File: config.mk
export PLATFORM = sky130hd
export DESIGN_NAME = clk_lane_ctrl
export DESIGN_NICKNAME = d
export VERILOG_FILES = /design/src/rtl/clk_lane_pkg.sv /design/src/rtl/clk_lane_timer.sv /design/src/rtl/clk_lane_hs_gen.sv /design/src/rtl/clk_lane_fsm.sv /design/src/rtl/clk_lane_ctrl.sv
export SDC_FILE = /design/constraint.sdc
export NUM_CORES = 1
export LEC_CHECK = 0
export BUFFER_PORTS_ARGS = -buffer_cell sky130_fd_sc_hd__buf_2
export CELL_PAD_IN_SITES_DETAIL_PLACEMENT = 1
export CELL_PAD_IN_SITES_GLOBAL_PLACEMENT = 1
export CORE_ASPECT_RATIO = 0.7
export CORE_MARGIN = 2
export CORE_UTILIZATION = 49
export CTS_BUF_LIST = sky130_fd_sc_hd__clkbuf_8
export CTS_CLUSTER_DIAMETER = 80
export CTS_CLUSTER_SIZE = 14
export DETAILED_ROUTE_END_ITERATION = 10
export PLACE_DENSITY_LB_ADDON = 0.25
export SYNTH_ARGS = -nofsm -noshare
export SYNTH_HDL_FRONTEND = slang
export SYNTH_SLANG_ARGS = --single-unit
File: constraint.sdc
create_clock -name clk -period 2.85 [get_ports clk]
set_clock_uncertainty 0.1 [all_clocks]
set_input_delay 0.855 -clock clk [delete_from_list [all_inputs] [get_ports clk]]
set_output_delay 0.855 -clock clk [all_outputs]
set_load 0.02 [all_outputs]
File: src/rtl/clk_lane_pkg.sv
package clk_lane_pkg;

    typedef enum logic [3:0] {
        ST_STOP,
        ST_HS_REQ,
        ST_HS_BRIDGE,
        ST_HS_LEAD,
        ST_HS_CLK,
        ST_HS_TRAIL,
        ST_ULPS_REQ,
        ST_ULPS,
        ST_WAKE
    } lane_state_t;

    // LP line pair, positive line first
    typedef struct packed {
        logic p;
        logic n;
    } lp_pair_t;

    localparam lp_pair_t LP_11 = '{p: 1'b1, n: 1'b1};
    localparam lp_pair_t LP_01 = '{p: 1'b0, n: 1'b1};
    localparam lp_pair_t LP_10 = '{p: 1'b1, n: 1'b0};
    localparam lp_pair_t LP_00 = '{p: 1'b0, n: 1'b0};

    function automatic logic is_hs_state(lane_state_t s);
        return (s == ST_HS_LEAD) || (s == ST_HS_CLK) || (s == ST_HS_TRAIL);
    endfunction

endpackage

File: src/rtl/clk_lane_timer.sv
module clk_lane_timer #(
    parameter int W = 10
) (
    input  logic         clk,
    input  logic         rst_n,
    input  logic         load,
    input  logic [W-1:0] load_val,
    input  logic         tick,
    output logic         zero
);

    logic [W-1:0] cnt_q;

    always_ff @(posedge clk or negedge rst_n) begin
        if (!rst_n) begin
            cnt_q <= '0;
        end else if (load) begin
            cnt_q <= load_val;
        end else if (tick && (cnt_q != '0)) begin
            cnt_q <= cnt_q - 1'b1;
        end
    end

    assign zero = (cnt_q == '0);

    // Without a tick and without a reload the count must not move
    assert_hold_without_tick_R10: assert property (
        @(posedge clk) disable iff (!rst_n)
        (!load && !tick) |=> $stable(cnt_q)
    );

endmodule

File: src/rtl/clk_lane_hs_gen.sv
module clk_lane_hs_gen (
    input  logic clk,
    input  logic rst_n,
    input  logic run,
    input  logic stop_req,
    output logic hs_level,
    output logic stop_held,
    output logic hs_end
);

    logic level_q;
    logic held_q;

    always_ff @(posedge clk or negedge rst_n) begin
        if (!rst_n) begin
            level_q <= 1'b0;
            held_q  <= 1'b0;
        end else if (!run) begin
            level_q <= 1'b0;
            held_q  <= 1'b0;
        end else begin
            level_q <= ~level_q;
            if (stop_req) begin
                held_q <= 1'b1;
            end
        end
    end

    assign hs_level  = level_q;
    assign stop_held = held_q;
    // Leave only while HS-1 is on the lane: the next edge drops it to HS-0
    assign hs_end    = run && held_q && level_q;

    // Transition parity since reset, used by the burst checks
    logic prev_q;
    logic par_q;

    always_ff @(posedge clk or negedge rst_n) begin
        if (!rst_n) begin
            prev_q <= 1'b0;
            par_q  <= 1'b0;
        end else begin
            prev_q <= level_q;
            par_q  <= par_q ^ (level_q != prev_q);
        end
    end

    assert_burst_ends_low_R4: assert property (
        @(posedge clk) disable iff (!rst_n)
        $fell(run) |-> (level_q == 1'b0)
    );

    assert_even_transitions_R4: assert property (
        @(posedge clk) disable iff (!rst_n)
        $fell(run) |=> (par_q == 1'b0)
    );

endmodule

File: src/rtl/clk_lane_fsm.sv
module clk_lane_fsm
    import clk_lane_pkg::*;
#(
    parameter int W          = 10,
    parameter int STEP_TICKS = 2,
    parameter int LEAD_TICKS = 4,
    parameter int TRAIL_TICKS = 4,
    parameter int WAKE_TICKS = 1000
) (
    input  logic         clk,
    input  logic         rst_n,
    input  logic         start_req,
    input  logic         ulps_req,
    input  logic         wake_req,
    input  logic         tmr_zero,
    input  logic         hs_end,
    input  logic         stop_held,
    output logic         tmr_load,
    output logic [W-1:0] tmr_val,
    output logic         clk_run,
    output logic         lp_p,
    output logic         lp_n,
    output logic         hs_drive_en,
    output logic         busy
);

    localparam logic [W-1:0] STEP_V  = W'(STEP_TICKS);
    localparam logic [W-1:0] LEAD_V  = W'(LEAD_TICKS);
    localparam logic [W-1:0] TRAIL_V = W'(TRAIL_TICKS);
    localparam logic [W-1:0] WAKE_V  = W'(WAKE_TICKS);

    lane_state_t state_q;
    lane_state_t state_nx;

    // Next state and timer reload
    always_comb begin
        state_nx = state_q;
        tmr_load = 1'b0;
        tmr_val  = '0;
        unique case (state_q)
            ST_STOP: begin
                if (start_req) begin
                    state_nx = ST_HS_REQ;
                    tmr_load = 1'b1;
                    tmr_val  = STEP_V;
                end else if (ulps_req) begin
                    state_nx = ST_ULPS_REQ;
                    tmr_load = 1'b1;
                    tmr_val  = STEP_V;
                end
            end
            ST_HS_REQ: begin
                if (tmr_zero) begin
                    state_nx = ST_HS_BRIDGE;
                    tmr_load = 1'b1;
                    tmr_val  = STEP_V;
                end
            end
            ST_HS_BRIDGE: begin
                if (tmr_zero) begin
                    state_nx = ST_HS_LEAD;
                    tmr_load = 1'b1;
                    tmr_val  = LEAD_V;
                end
            end
            ST_HS_LEAD: begin
                if (tmr_zero) begin
                    state_nx = ST_HS_CLK;
                end
            end
            ST_HS_CLK: begin
                if (hs_end) begin
                    state_nx = ST_HS_TRAIL;
                    tmr_load = 1'b1;
                    tmr_val  = TRAIL_V;
                end
            end
            ST_HS_TRAIL: begin
                if (tmr_zero) begin
                    state_nx = ST_STOP;
                end
            end
            ST_ULPS_REQ: begin
                if (tmr_zero) begin
                    state_nx = ST_ULPS;
                end
            end
            ST_ULPS: begin
                if (wake_req) begin
                    state_nx = ST_WAKE;
                    tmr_load = 1'b1;
                    tmr_val  = WAKE_V;
                end
            end
            ST_WAKE: begin
                if (tmr_zero) begin
                    state_nx = ST_STOP;
                end
            end
            default: state_nx = ST_STOP;
        endcase
    end

    // State register
    always_ff @(posedge clk or negedge rst_n) begin
        if (!rst_n) begin
            state_q <= ST_STOP;
        end else begin
            state_q <= state_nx;
        end
    end

    // Outputs
    lp_pair_t lp_w;

    always_comb begin
        lp_w        = LP_11;
        hs_drive_en = 1'b0;
        clk_run     = 1'b0;
        busy        = 1'b1;
        unique case (state_q)
            ST_STOP:      busy = 1'b0;
            ST_HS_REQ:    lp_w = LP_01;
            ST_HS_BRIDGE: lp_w = LP_00;
            ST_HS_LEAD: begin
                lp_w        = LP_00;
                hs_drive_en = 1'b1;
            end
            ST_HS_CLK: begin
                lp_w        = LP_00;
                hs_drive_en = 1'b1;
                clk_run     = 1'b1;
                busy        = stop_held;
            end
            ST_HS_TRAIL: begin
                lp_w        = LP_00;
                hs_drive_en = 1'b1;
            end
            ST_ULPS_REQ:  lp_w = LP_10;
            ST_ULPS: begin
                lp_w = LP_00;
                busy = 1'b0;
            end
            ST_WAKE:      lp_w = LP_10;
            default:      lp_w = LP_11;
        endcase
    end

    assign lp_p = lp_w.p;
    assign lp_n = lp_w.n;

    // HS driver never fights a driven LP line
    assert_lp_quiet_in_hs_R2: assert property (
        @(posedge clk) disable iff (!rst_n)
        hs_drive_en |-> (!lp_p && !lp_n)
    );

    // Space state is reached only through Mark-1
    assert_ulps_via_mark_R6: assert property (
        @(posedge clk) disable iff (!rst_n)
        (state_q == ST_ULPS && $past(state_q) != ST_ULPS)
            |-> ($past(state_q) == ST_ULPS_REQ)
    );

    // Wake-up always ends in Stop
    assert_wake_to_stop_R7: assert property (
        @(posedge clk) disable iff (!rst_n)
        ($past(state_q) == ST_WAKE && state_q != ST_WAKE) |-> (state_q == ST_STOP)
    );

    // An HS state is entered only from the LP-00 bridge or a neighbouring HS state
    assert_hs_entry_path_R2: assert property (
        @(posedge clk) disable iff (!rst_n)
        $rose(hs_drive_en) |-> ($past(state_q) == ST_HS_BRIDGE)
    );

endmodule

File: src/rtl/clk_lane_ctrl.sv
module clk_lane_ctrl #(
    parameter int LP_STEP_TICKS = 2,
    parameter int LEAD_TICKS    = 4,
    parameter int TRAIL_TICKS   = 4,
    parameter int WAKE_TICKS    = 1000
) (
    input  logic clk,
    input  logic rst_n,
    input  logic tick,
    input  logic start_req,
    input  logic stop_req,
    input  logic ulps_req,
    input  logic wake_req,
    output logic lp_p,
    output logic lp_n,
    output logic hs_drive_en,
    output logic hs_level,
    output logic busy
);

    localparam int MAX_A = (LP_STEP_TICKS > LEAD_TICKS)  ? LP_STEP_TICKS : LEAD_TICKS;
    localparam int MAX_B = (TRAIL_TICKS   > WAKE_TICKS)  ? TRAIL_TICKS   : WAKE_TICKS;
    localparam int MAX_T = (MAX_A > MAX_B) ? MAX_A : MAX_B;
    localparam int TW    = $clog2(MAX_T + 1);

    logic          tmr_load;
    logic [TW-1:0] tmr_val;
    logic          tmr_zero;
    logic          clk_run;
    logic          stop_held;
    logic          hs_end;

    clk_lane_fsm #(
        .W          (TW),
        .STEP_TICKS (LP_STEP_TICKS),
        .LEAD_TICKS (LEAD_TICKS),
        .TRAIL_TICKS(TRAIL_TICKS),
        .WAKE_TICKS (WAKE_TICKS)
    ) u_fsm (
        .clk        (clk),
        .rst_n      (rst_n),
        .start_req  (start_req),
        .ulps_req   (ulps_req),
        .wake_req   (wake_req),
        .tmr_zero   (tmr_zero),
        .hs_end     (hs_end),
        .stop_held  (stop_held),
        .tmr_load   (tmr_load),
        .tmr_val    (tmr_val),
        .clk_run    (clk_run),
        .lp_p       (lp_p),
        .lp_n       (lp_n),
        .hs_drive_en(hs_drive_en),
        .busy       (busy)
    );

    clk_lane_timer #(.W(TW)) u_timer (
        .clk     (clk),
        .rst_n   (rst_n),
        .load    (tmr_load),
        .load_val(tmr_val),
        .tick    (tick),
        .zero    (tmr_zero)
    );

    clk_lane_hs_gen u_hs (
        .clk      (clk),
        .rst_n    (rst_n),
        .run      (clk_run),
        .stop_req (stop_req),
        .hs_level (hs_level),
        .stop_held(stop_held),
        .hs_end   (hs_end)
    );

    // Driver may only be released while the lane sits at HS-0
    assert_release_on_hs0_R5: assert property (
        @(posedge clk) disable iff (!rst_n)
        $fell(hs_drive_en) |-> ($past(hs_level) == 1'b0)
    );

endmodule

==> impl_metrics.ini, run 1 <==
[status]
status = finished, final reports clean

[finish]
layout.area.seq_um2 = 400.4
utilization_pct = 57.74
drive_above_1_share_pct = 18.98
area_growth_pct = 13.19
fill_cells = 254
layout_common_cells = nor2_1, dfrtp_1, o21ai_0
multiInputGateArea_um2 = 631.9
fin_nets = 146
n_antenna_cell = 0
final_common_cell = nor2_1

[worst_setup_path]
crit_arrival_ns = 1.58
worstReg2RegEnd = u_timer.cnt_q[3]
crit_path_end_kind = output port
rrSetupSlack_ns = 0.46
worstSetupPathType = reg2out
crit_end = busy
cp_max_fo = 15
cp_cell_sequence = buf_4 > and3_1 > a21oi_1 > or2_2 > buf_2
cp_slowest_cell = dfrtp_1
reg2reg_depth = 6
worst-path-buf-inv = 2
crit_family = simple AND/OR/NAND/NOR gates
cp_slowest_stage_delay_ns = 0.39
crit_path_start_kind = flip-flop
worst-path-stages = 5
critPathRequiredTime_ns = 1.90
rr_startpoint = u_timer.cnt_q[0]
setup.worst_path.start = u_fsm.state_q[1]

[synth]
synth_top_cell_area_share_pct = 37.34
synth_cell_type_count = 40
synth_seq_area_share_pct = 37.34
synthCells = 123
ys_seq_elements = 16
async_flop_share_pct = 100.0
avgSynthCellArea_um2 = 8.718
syn_area_mm2 = 0.001072
yosys_warnings = 0
yosys-top-cells-area = dfrtp_1, o21ai_0, nor2_1
yosys.area.top_type = dfrtp_1
synth_edf_count = 0
synth_flop_cell = dfrtp_1
syn_nets = 131

[floorplanning]
coreArea_mm2 = 0.002102
die_w_um = 59.91
start_util_pct = 51.01
ioPinCount = 12
die-area_mm2 = 0.002585
die_h_um = 43.14
placementRows = 14

[route]
num_vias = 982
ant_nets = 0
wire_per_inst_um = 18.02
first_pass_iters = 4
drc_errors = 0
first_iter_violations = 31
viasPerCell = 6.099
routed_wl_um = 2902

[global_routing]
gr-usage-all-layers_pct = 25.60
grt_pass1_vias = 1006
grt_max_degree = 17
grt_overflow_total = 0
antenna_found_initial = 0
grt_pass1_wl_um = 4692

[sta]
slew_viol_final = 0
period_minus_slack_ns = 2.539
rsz0062_at_grt = no
tightest_slew_ns = 0.6411
fmax_ghz = 0.3939
slew_headroom_pct = 56.81
finalSetupTns_ns = 0
finalSetupViolCount = 0
finalHoldViolations = 0
min_period_over_period_pct = 89.08

[pwr]
p_comb_share_pct = 58.5
peakVddDrop_v = 0.0005694
clock_power_share_pct = 13.8
cellInternalPower_mw = 0.7884
sequentialPowerShare_pct = 27.7
p_per_area_mw_per_mm2 = 1217
leakage_nw = 0.5369
switching_share_pct = 46.62
switchingPower_mw = 0.6885

[clocking]
clkTransAtPathRegs_ns = 0.07
numCtsBuffers = 3
clock-root-buffer = clkbuf_8
clockBufferDepth = 2
clk_latency_ns = 0.26
h-tree-depth = 1
postCtsHoldBufs = 0
cts_tree = done
cts_resized = 0
clock_sinks = 16
cts_setup_buffers = 0

[worst_hold_path]
hold_class = reg2reg
hold_depth = 1

[placement]
io_buffers = 11
place_hpwl_um = 2086
gp_congestion = 0.8403

[flow_run]
max_cap_violations = 0
per-layer routing:
metal / part of all wire, % / vias up / GRT usage, %
met5: 0 / - / 0
met4: 1.8 / 0 / 9.333
met3: 2.7 / 7 / 6.402
met2: 46 / 15 / 39.35
met1: 49 / 484 / 34.68
li1: - / 476 / -
registers in the layout, summed over array words and instances, names as in the netlist:
register and cells:
u_timer.cnt_q 10, u_fsm.state_q 4, u_hs.hs_level 1, u_hs.stop_held 1
final cells by class:
cell class | count | share of cell area (%)
Timing Repair Buffer | 15 | 7.010
Clock buffer | 4 | 4.536
Tap cell | 24 | 2.474
Multi-Input combinational cell | 99 | 52.06
Inverter | 3 | 0.9278
Sequential cell | 16 | 32.99
power by group through the flow:
stage	Combinational, mW	Sequential, mW	Clock, mW
2_1_floorplan	0.645	0.389	0
3_3_place_gp	0.809	0.401	0
3_5_place_dp	0.846	0.409	0
4_1_cts	0.864	0.408	0.205
5_1_grt	0.950	0.422	0.217
6_report	0.864	0.409	0.203
cell families (layout without fill, tap and decap cells):
| logic type | after synthesis | count (layout) | synth area share [%] |
|---|---|---|---|
| AOI/OAI and AO/OA | 32 | 32 | 20.89 |
| xor gates and xnor gates | 5 | 5 | 4.084 |
| adders and majority gates | 1 | 1 | 1.167 |
| buffers and inverters | 8 | 22 | 3.734 |
| DFF | 16 | 16 | 37.34 |
| muxes | 4 | 4 | 3.851 |
| and+or+nand+nor | 57 | 57 | 28.94 |
through the flow:
stage | setup slack (ns) | power (mW) | hold WS, ns | std cells | area (µm²)
5_1_grt | 0.2028 | 1.589 | 0.4110 | 161 | 1214
2_1_floorplan | 0.6667 | 1.034 | 0.3933 | 123 | 1072
3_3_place_gp | 0.5090 | 1.210 | 0.3491 | 157 | 1159
3_5_place_dp | 0.5065 | 1.256 | 0.3706 | 157 | 1159
4_1_cts | 0.3096 | 1.477 | 0.3889 | 161 | 1214
6_report | 0.3114 | 1.477 | 0.3803 | 161 | 1214
how the worst min path moves through the flow:
stage	startpoint	slack [ns]	end
finish	u_hs.hs_level	0.38	u_hs.hs_level
global route	u_hs.hs_level	0.41	u_hs.hs_level
CTS	u_hs.hs_level	0.39	u_hs.hs_level
detailed placement	u_hs.hs_level	0.37	u_hs.hs_level
global placement	u_hs.hs_level	0.35	u_hs.hs_level
floorplan	u_hs.stop_held	0.39	u_hs.stop_held
synth_stat cells (3+ instances only):
library cell,count
nor2_1,17
dfrtp_1,16
o21ai_0,13
nand2_1,7
nor3_1,7
a21oi_1,6
nor2b_1,4
xor2_1,4
and3_1,3
inv_1,3
mux2i_1,3
nand3_1,3
nand4_1,3
No activity file was read; power rests on OpenSTA's default activity.
==> run 2: changes to the inputs <==
--- a/config.mk
+++ b/config.mk
@@ -16,6 +16,7 @@
 export CTS_CLUSTER_SIZE = 14
 export DETAILED_ROUTE_END_ITERATION = 10
 export PLACE_DENSITY_LB_ADDON = 0.25
+export RECOVER_POWER = 50
 export SYNTH_ARGS = -nofsm -noshare
 export SYNTH_HDL_FRONTEND = slang
 export SYNTH_SLANG_ARGS = --single-unit
==> run 2 against run 1 <==
Net effect: register-to-register slack about the same; global-route usage unchanged; non-clock buffer count unchanged; count of clock-buffer cells in the layout unchanged; via count unchanged; utilization decreased by 0.24 points; first-iteration DRC count decreased by 16%; combinational power decreased by 0.6%; die area unchanged; setup slack got worse by 0.028 ns; clock power about the same; critical path depth decreased by 1; highest routed layer unchanged.
==> impl_metrics.ini, run 2 (same netlist as run 1, synthesis figures left out) <==
[worst_setup_path]
reg2reg_depth = 6
rrSetupSlack_ns = 0.45
critPathRequiredTime_ns = 1.90
worstReg2RegEnd = u_timer.cnt_q[3]
cp_slowest_stage_delay_ns = 0.48
crit_path_end_kind = output port
cp_slowest_cell = dfrtp_1
cp_max_fo = 9
crit_path_start_kind = flip-flop
cp_cell_sequence = clkbuf_1 > nand3b_1 > a21oi_1 > buf_2
crit_arrival_ns = 1.61
rr_startpoint = u_timer.cnt_q[0]
worstSetupPathType = reg2out

[placement]
io_buffers = 11
gp_congestion = 0.8403
place_hpwl_um = 2086
place_area_mm2 = 0.001159

[floorplanning]
ioPinCount = 12
die-area_mm2 = 0.002585
start_util_pct = 51.01
die_h_um = 43.14
coreArea_mm2 = 0.002102
placementRows = 14
die_w_um = 59.91

[finish]
area_growth_pct = 12.72
reg.largest.list = u_timer.cnt_q: 10 flops, u_fsm.state_q: 4 flops
drive_above_1_share_pct = 17.52
largest_reg_flops = 10
design_area_mm2 = 0.001209
regMostFlops = u_timer.cnt_q
final_common_cell = nor2_1
fill_cells = 254
layout_common_cells = nor2_1, dfrtp_1, o21ai_0
n_antenna_cell = 0
fin_nets = 146

[route]
met1_length_um = 1465
drc_errors = 0
first_pass_iters = 4
wire_per_inst_um = 18.00
wl_met3_um = 68
viasPerCell = 6.099
routed_wl_um = 2898
wl_met2_um = 1311
highest_layer = met4
ant_nets = 0
num_vias = 982
first_iter_violations = 26

[clocking]
numCtsBuffers = 3
clockBufferDepth = 2
clock-root-buffer = clkbuf_8
cts_setup_buffers = 0
clk_latency_ns = 0.26
cts_resized = 0
clkTransAtPathRegs_ns = 0.06
postCtsHoldBufs = 0
cts_tree = done
clock_sinks = 16
h-tree-depth = 1

[flow_run]
max_cap_violations = 0

[global_routing]
grt_overflow_total = 0
grt_max_degree = 17
grt_pass1_wl_um = 4692
antenna_found_initial = 0
gr-usage-all-layers_pct = 25.60
grt_pass1_vias = 1006

[sta]
finalSetupViolCount = 0
fmax_ghz = 0.3896
slew_headroom_pct = 42.27
finalSetupTns_ns = 0
rsz0062_at_grt = no
slew_viol_final = 0
period_minus_slack_ns = 2.567
fin_worst_hold_slack_ns = 0.3842
min_period_over_period_pct = 90.06
tightest_slew_ns = 0.8660
finalHoldViolations = 0

[pwr]
p_per_area_mw_per_mm2 = 1218
peakVddDrop_v = 0.0005695
leakage_nw = 0.5301
power_mw = 1.472

[status]
status = finished, final reports clean

[worst_hold_path]
hold_class = reg2reg
hold_depth = 1
min_from = u_hs.hs_level
min_to = u_hs.hs_level
run 2: cell types whose count changed in the layout (fill, tap and decap cells not counted):
cell	before	now
buf_4	4	3
clkbuf_1	0	2
buf_2	11	10
run 2: power breakdown:
group | total, mW | switching, mW | internal [mW] | leakage [nW]
Clock | 0.204 | 0.0809 | 0.123 | 0.0288
Combinational | 0.859 | 0.512 | 0.347 | 0.292
Sequential | 0.409 | 0.0948 | 0.314 | 0.209
Total | 1.47 | 0.688 | 0.784 | 0.530
run 2: routing by layer:
layer  GRT usage (%)  vias up
met5               0        -
met4           9.333        0
met3           6.402        7
met2           39.35       13
met1           34.68      484
li1                -      478
run 2: layout make-up:
class	count	area, µm²	share of cell area [%]
flip-flops and latches	16	400.4	33.13
repair buffers	15	80.08	6.625
clock buffers	4	55.05	4.555
well taps	24	30.03	2.484
inverters	3	11.26	0.9317
multi-input cells	99	631.9	52.28
run 2: critical path, delay by kind of cell, from the launching register on:
family / cells / cell delay, ns
AND/OR/NAND/NOR: 1 / 0.28
flip-flops: 1 / 0.48
AO/OA/AOI/OAI: 1 / 0.17
buffers and inverters: 2 / 0.43
run 2: worst max path at each step:
stage,start,endpoint,slack [ns],cells after the start
finish,u_fsm.state_q[2],hs_drive_en,0.28,4
global route,u_fsm.state_q[2],hs_drive_en,0.15,4
CTS,u_fsm.state_q[1],busy,0.31,5
detailed placement,u_timer.cnt_q[0],u_timer.cnt_q[3],0.51,6
global placement,u_timer.cnt_q[0],u_timer.cnt_q[3],0.51,6
floorplan,u_fsm.state_q[1],hs_drive_en,0.67,4
run 2: through the flow:
stage	std cells	utilization, %	worst slack (ns)
after CTS	161	57.74	0.3096
after detailed placement	157	55.12	0.5065
after global routing	161	57.50	0.1466
final	161	57.50	0.2833
after global placement	157	55.12	0.5090
after floorplan	123	-	0.6667
==> run 3: changes to the inputs <==
--- a/config.mk
+++ b/config.mk
@@ -5,16 +5,16 @@
 export SDC_FILE = /design/constraint.sdc
 export NUM_CORES = 1
 export LEC_CHECK = 0
-export BUFFER_PORTS_ARGS = -buffer_cell sky130_fd_sc_hd__buf_2
 export CELL_PAD_IN_SITES_DETAIL_PLACEMENT = 1
 export CELL_PAD_IN_SITES_GLOBAL_PLACEMENT = 1
-export CORE_ASPECT_RATIO = 0.7
+export CORE_ASPECT_RATIO = 1.25
 export CORE_MARGIN = 2
-export CORE_UTILIZATION = 49
+export CORE_UTILIZATION = 53
 export CTS_BUF_LIST = sky130_fd_sc_hd__clkbuf_8
 export CTS_CLUSTER_DIAMETER = 80
 export CTS_CLUSTER_SIZE = 14
 export DETAILED_ROUTE_END_ITERATION = 10
+export DONT_BUFFER_PORTS = 1
 export PLACE_DENSITY_LB_ADDON = 0.25
 export RECOVER_POWER = 50
 export SYNTH_ARGS = -nofsm -noshare
==> run 3 against run 2 <==
Net effect: maximum frequency is 1.1% lower; highest routed layer unchanged; critical endpoint is now lp_n; setup slack worse by 0.030 ns; via count is 7.3% lower; critical path depth is 2 lower; first-iteration DRC count is 62% lower; largest cell class unchanged; die area is 7.1% lower; non-clock buffer count is 14 lower.
==> impl_metrics.ini, run 3 (same netlist as run 1, synthesis figures left out) <==
[worst_setup_path]
critPathRequiredTime_ns = 1.90
rrSetupSlack_ns = 0.44
cp_max_fo = 18
rr_startpoint = u_timer.cnt_q[0]
crit_path_start_kind = flip-flop
setup.worst_path.start = u_fsm.state_q[1]
reg2reg_depth = 6
crit_end = lp_n
worstReg2RegEnd = u_timer.cnt_q[3]
crit_arrival_ns = 1.64
worstSetupPathType = reg2out
crit_path_end_kind = output port

[global_routing]
grt_pass1_wl_um = 4257
grt_overflow_total = 0
gr-usage-all-layers_pct = 24.88
grt_pass1_vias = 905
antenna_found_initial = 0
grt_max_degree = 19

[pwr]
peakVddDrop_v = 0.0006408
leakage_nw = 0.4761
p_per_area_mw_per_mm2 = 1217

[floorplanning]
start_util_pct = 55.36
coreArea_mm2 = 0.001937
placementRows = 18
die-area_mm2 = 0.002401
die_w_um = 44.23
ioPinCount = 12
die_h_um = 54.29

[finish]
regMostFlops = u_timer.cnt_q
final_common_cell = nor2_1
largest_reg_flops = 10
layout_common_cells = nor2_1, dfrtp_1, o21ai_0
reg.largest.list = u_timer.cnt_q: 10 flops, u_fsm.state_q: 4 flops
final-instance-count-excl-fill = 143
fin_nets = 132
n_antenna_cell = 0
drive_above_1_share_pct = 9.756
fill_cells = 226
design_area_mm2 = 0.001131
area_growth_pct = 5.484

[sta]
fmax_ghz = 0.3852
period_minus_slack_ns = 2.596
tightest_slew_ns = 0.6373
min_period_over_period_pct = 91.10
slew_headroom_pct = 56.91
finalSetupViolCount = 0
slew_viol_final = 0
finalHoldViolations = 0
rsz0062_at_grt = no
finalSetupTns_ns = 0

[route]
viasPerCell = 6.364
drc_errors = 0
num_vias = 910
ant_nets = 0
first_iter_violations = 10
first_pass_iters = 4
wire_per_inst_um = 18.44
routed_wl_um = 2637

[clocking]
cts_setup_buffers = 0
h-tree-depth = 1
clock-root-buffer = clkbuf_8
clockBufferDepth = 2
cts_tree = done
clkTransAtPathRegs_ns = 0.07
clk_latency_ns = 0.25
postCtsHoldBufs = 0
clock_sinks = 16
cts_resized = 0
numCtsBuffers = 3

[placement]
gp_congestion = 0.7791
place_hpwl_um = 1817
io_buffers = 0
dp_cells = 139
place_area_mm2 = 0.001076

[status]
status = finished, final reports clean

[worst_hold_path]
hold_class = in2async

[flow_run]
max_cap_violations = 0
[run 3: cell types whose count changed in the layout (fill, tap and decap cells not counted)]
cell | previous run | this run
buf_2 | 10 | 0
buf_4 | 3 | 1
clkbuf_1 | 2 | 0
[run 3: layer usage]
metal | vias up | global-route usage, % | share of wire, %
met2 | 19 | 45.10 | 52
met4 | 0 | 7.576 | 0.83
met1 | 443 | 30.54 | 44
li1 | 444 | - | -
met3 | 4 | 3.300 | 3.2
met5 | - | 0 | 0
[run 3: cell type report]
type	count	area [µm²]	share of cell area, %
multi-input combinational	99	631.9	55.86
sequential	16	400.4	35.40
clock buffer	4	55.05	4.867
tap	20	25.02	2.212
inverter	3	11.26	0.9956
timing repair buffer	1	7.507	0.6637
[run 3: critical path, stage by stage (launching register included)]
cell	delay, ns
dfrtp_1	0.57
or4b_4	0.62
o21a_1	0.19
[run 3: per-stage QoR]
| step | hold WS, ns | utilization [%] | power (mW) | setup slack, ns |
|---|---|---|---|---|
| floorplan | 0.3933 | - | 1.034 | 0.6667 |
| global placement | 0.4181 | 55.56 | 1.114 | 0.5749 |
| detailed placement | 0.4406 | 55.56 | 1.154 | 0.5104 |
| CTS | 0.1871 | 58.40 | 1.378 | 0.2644 |
| global route | 0.1816 | 58.40 | 1.480 | 0.1936 |
| finish | 0.1880 | 58.40 | 1.376 | 0.2537 |
[run 3: worst min path at each step]
stage | endpoint | slack, ns | cells past startpoint
after CTS | u_hs.hs_level | 0.19 | 0
after global routing | u_hs.hs_level | 0.18 | 0
final | u_hs.hs_level | 0.19 | 0
after detailed placement | u_hs.stop_held | 0.44 | 2
after global placement | u_hs.stop_held | 0.42 | 2
after floorplan | u_hs.stop_held | 0.39 | 2
[run 3: where the power goes]
| group | internal, mW | switching [mW] | total (mW) | leakage [nW] |
|---|---|---|---|---|
| Combinational | 0.296 | 0.409 | 0.705 | 0.238 |
| Clock | 0.123 | 0.0872 | 0.210 | 0.0288 |
| Sequential | 0.313 | 0.149 | 0.462 | 0.209 |
| Total | 0.732 | 0.645 | 1.38 | 0.476 |
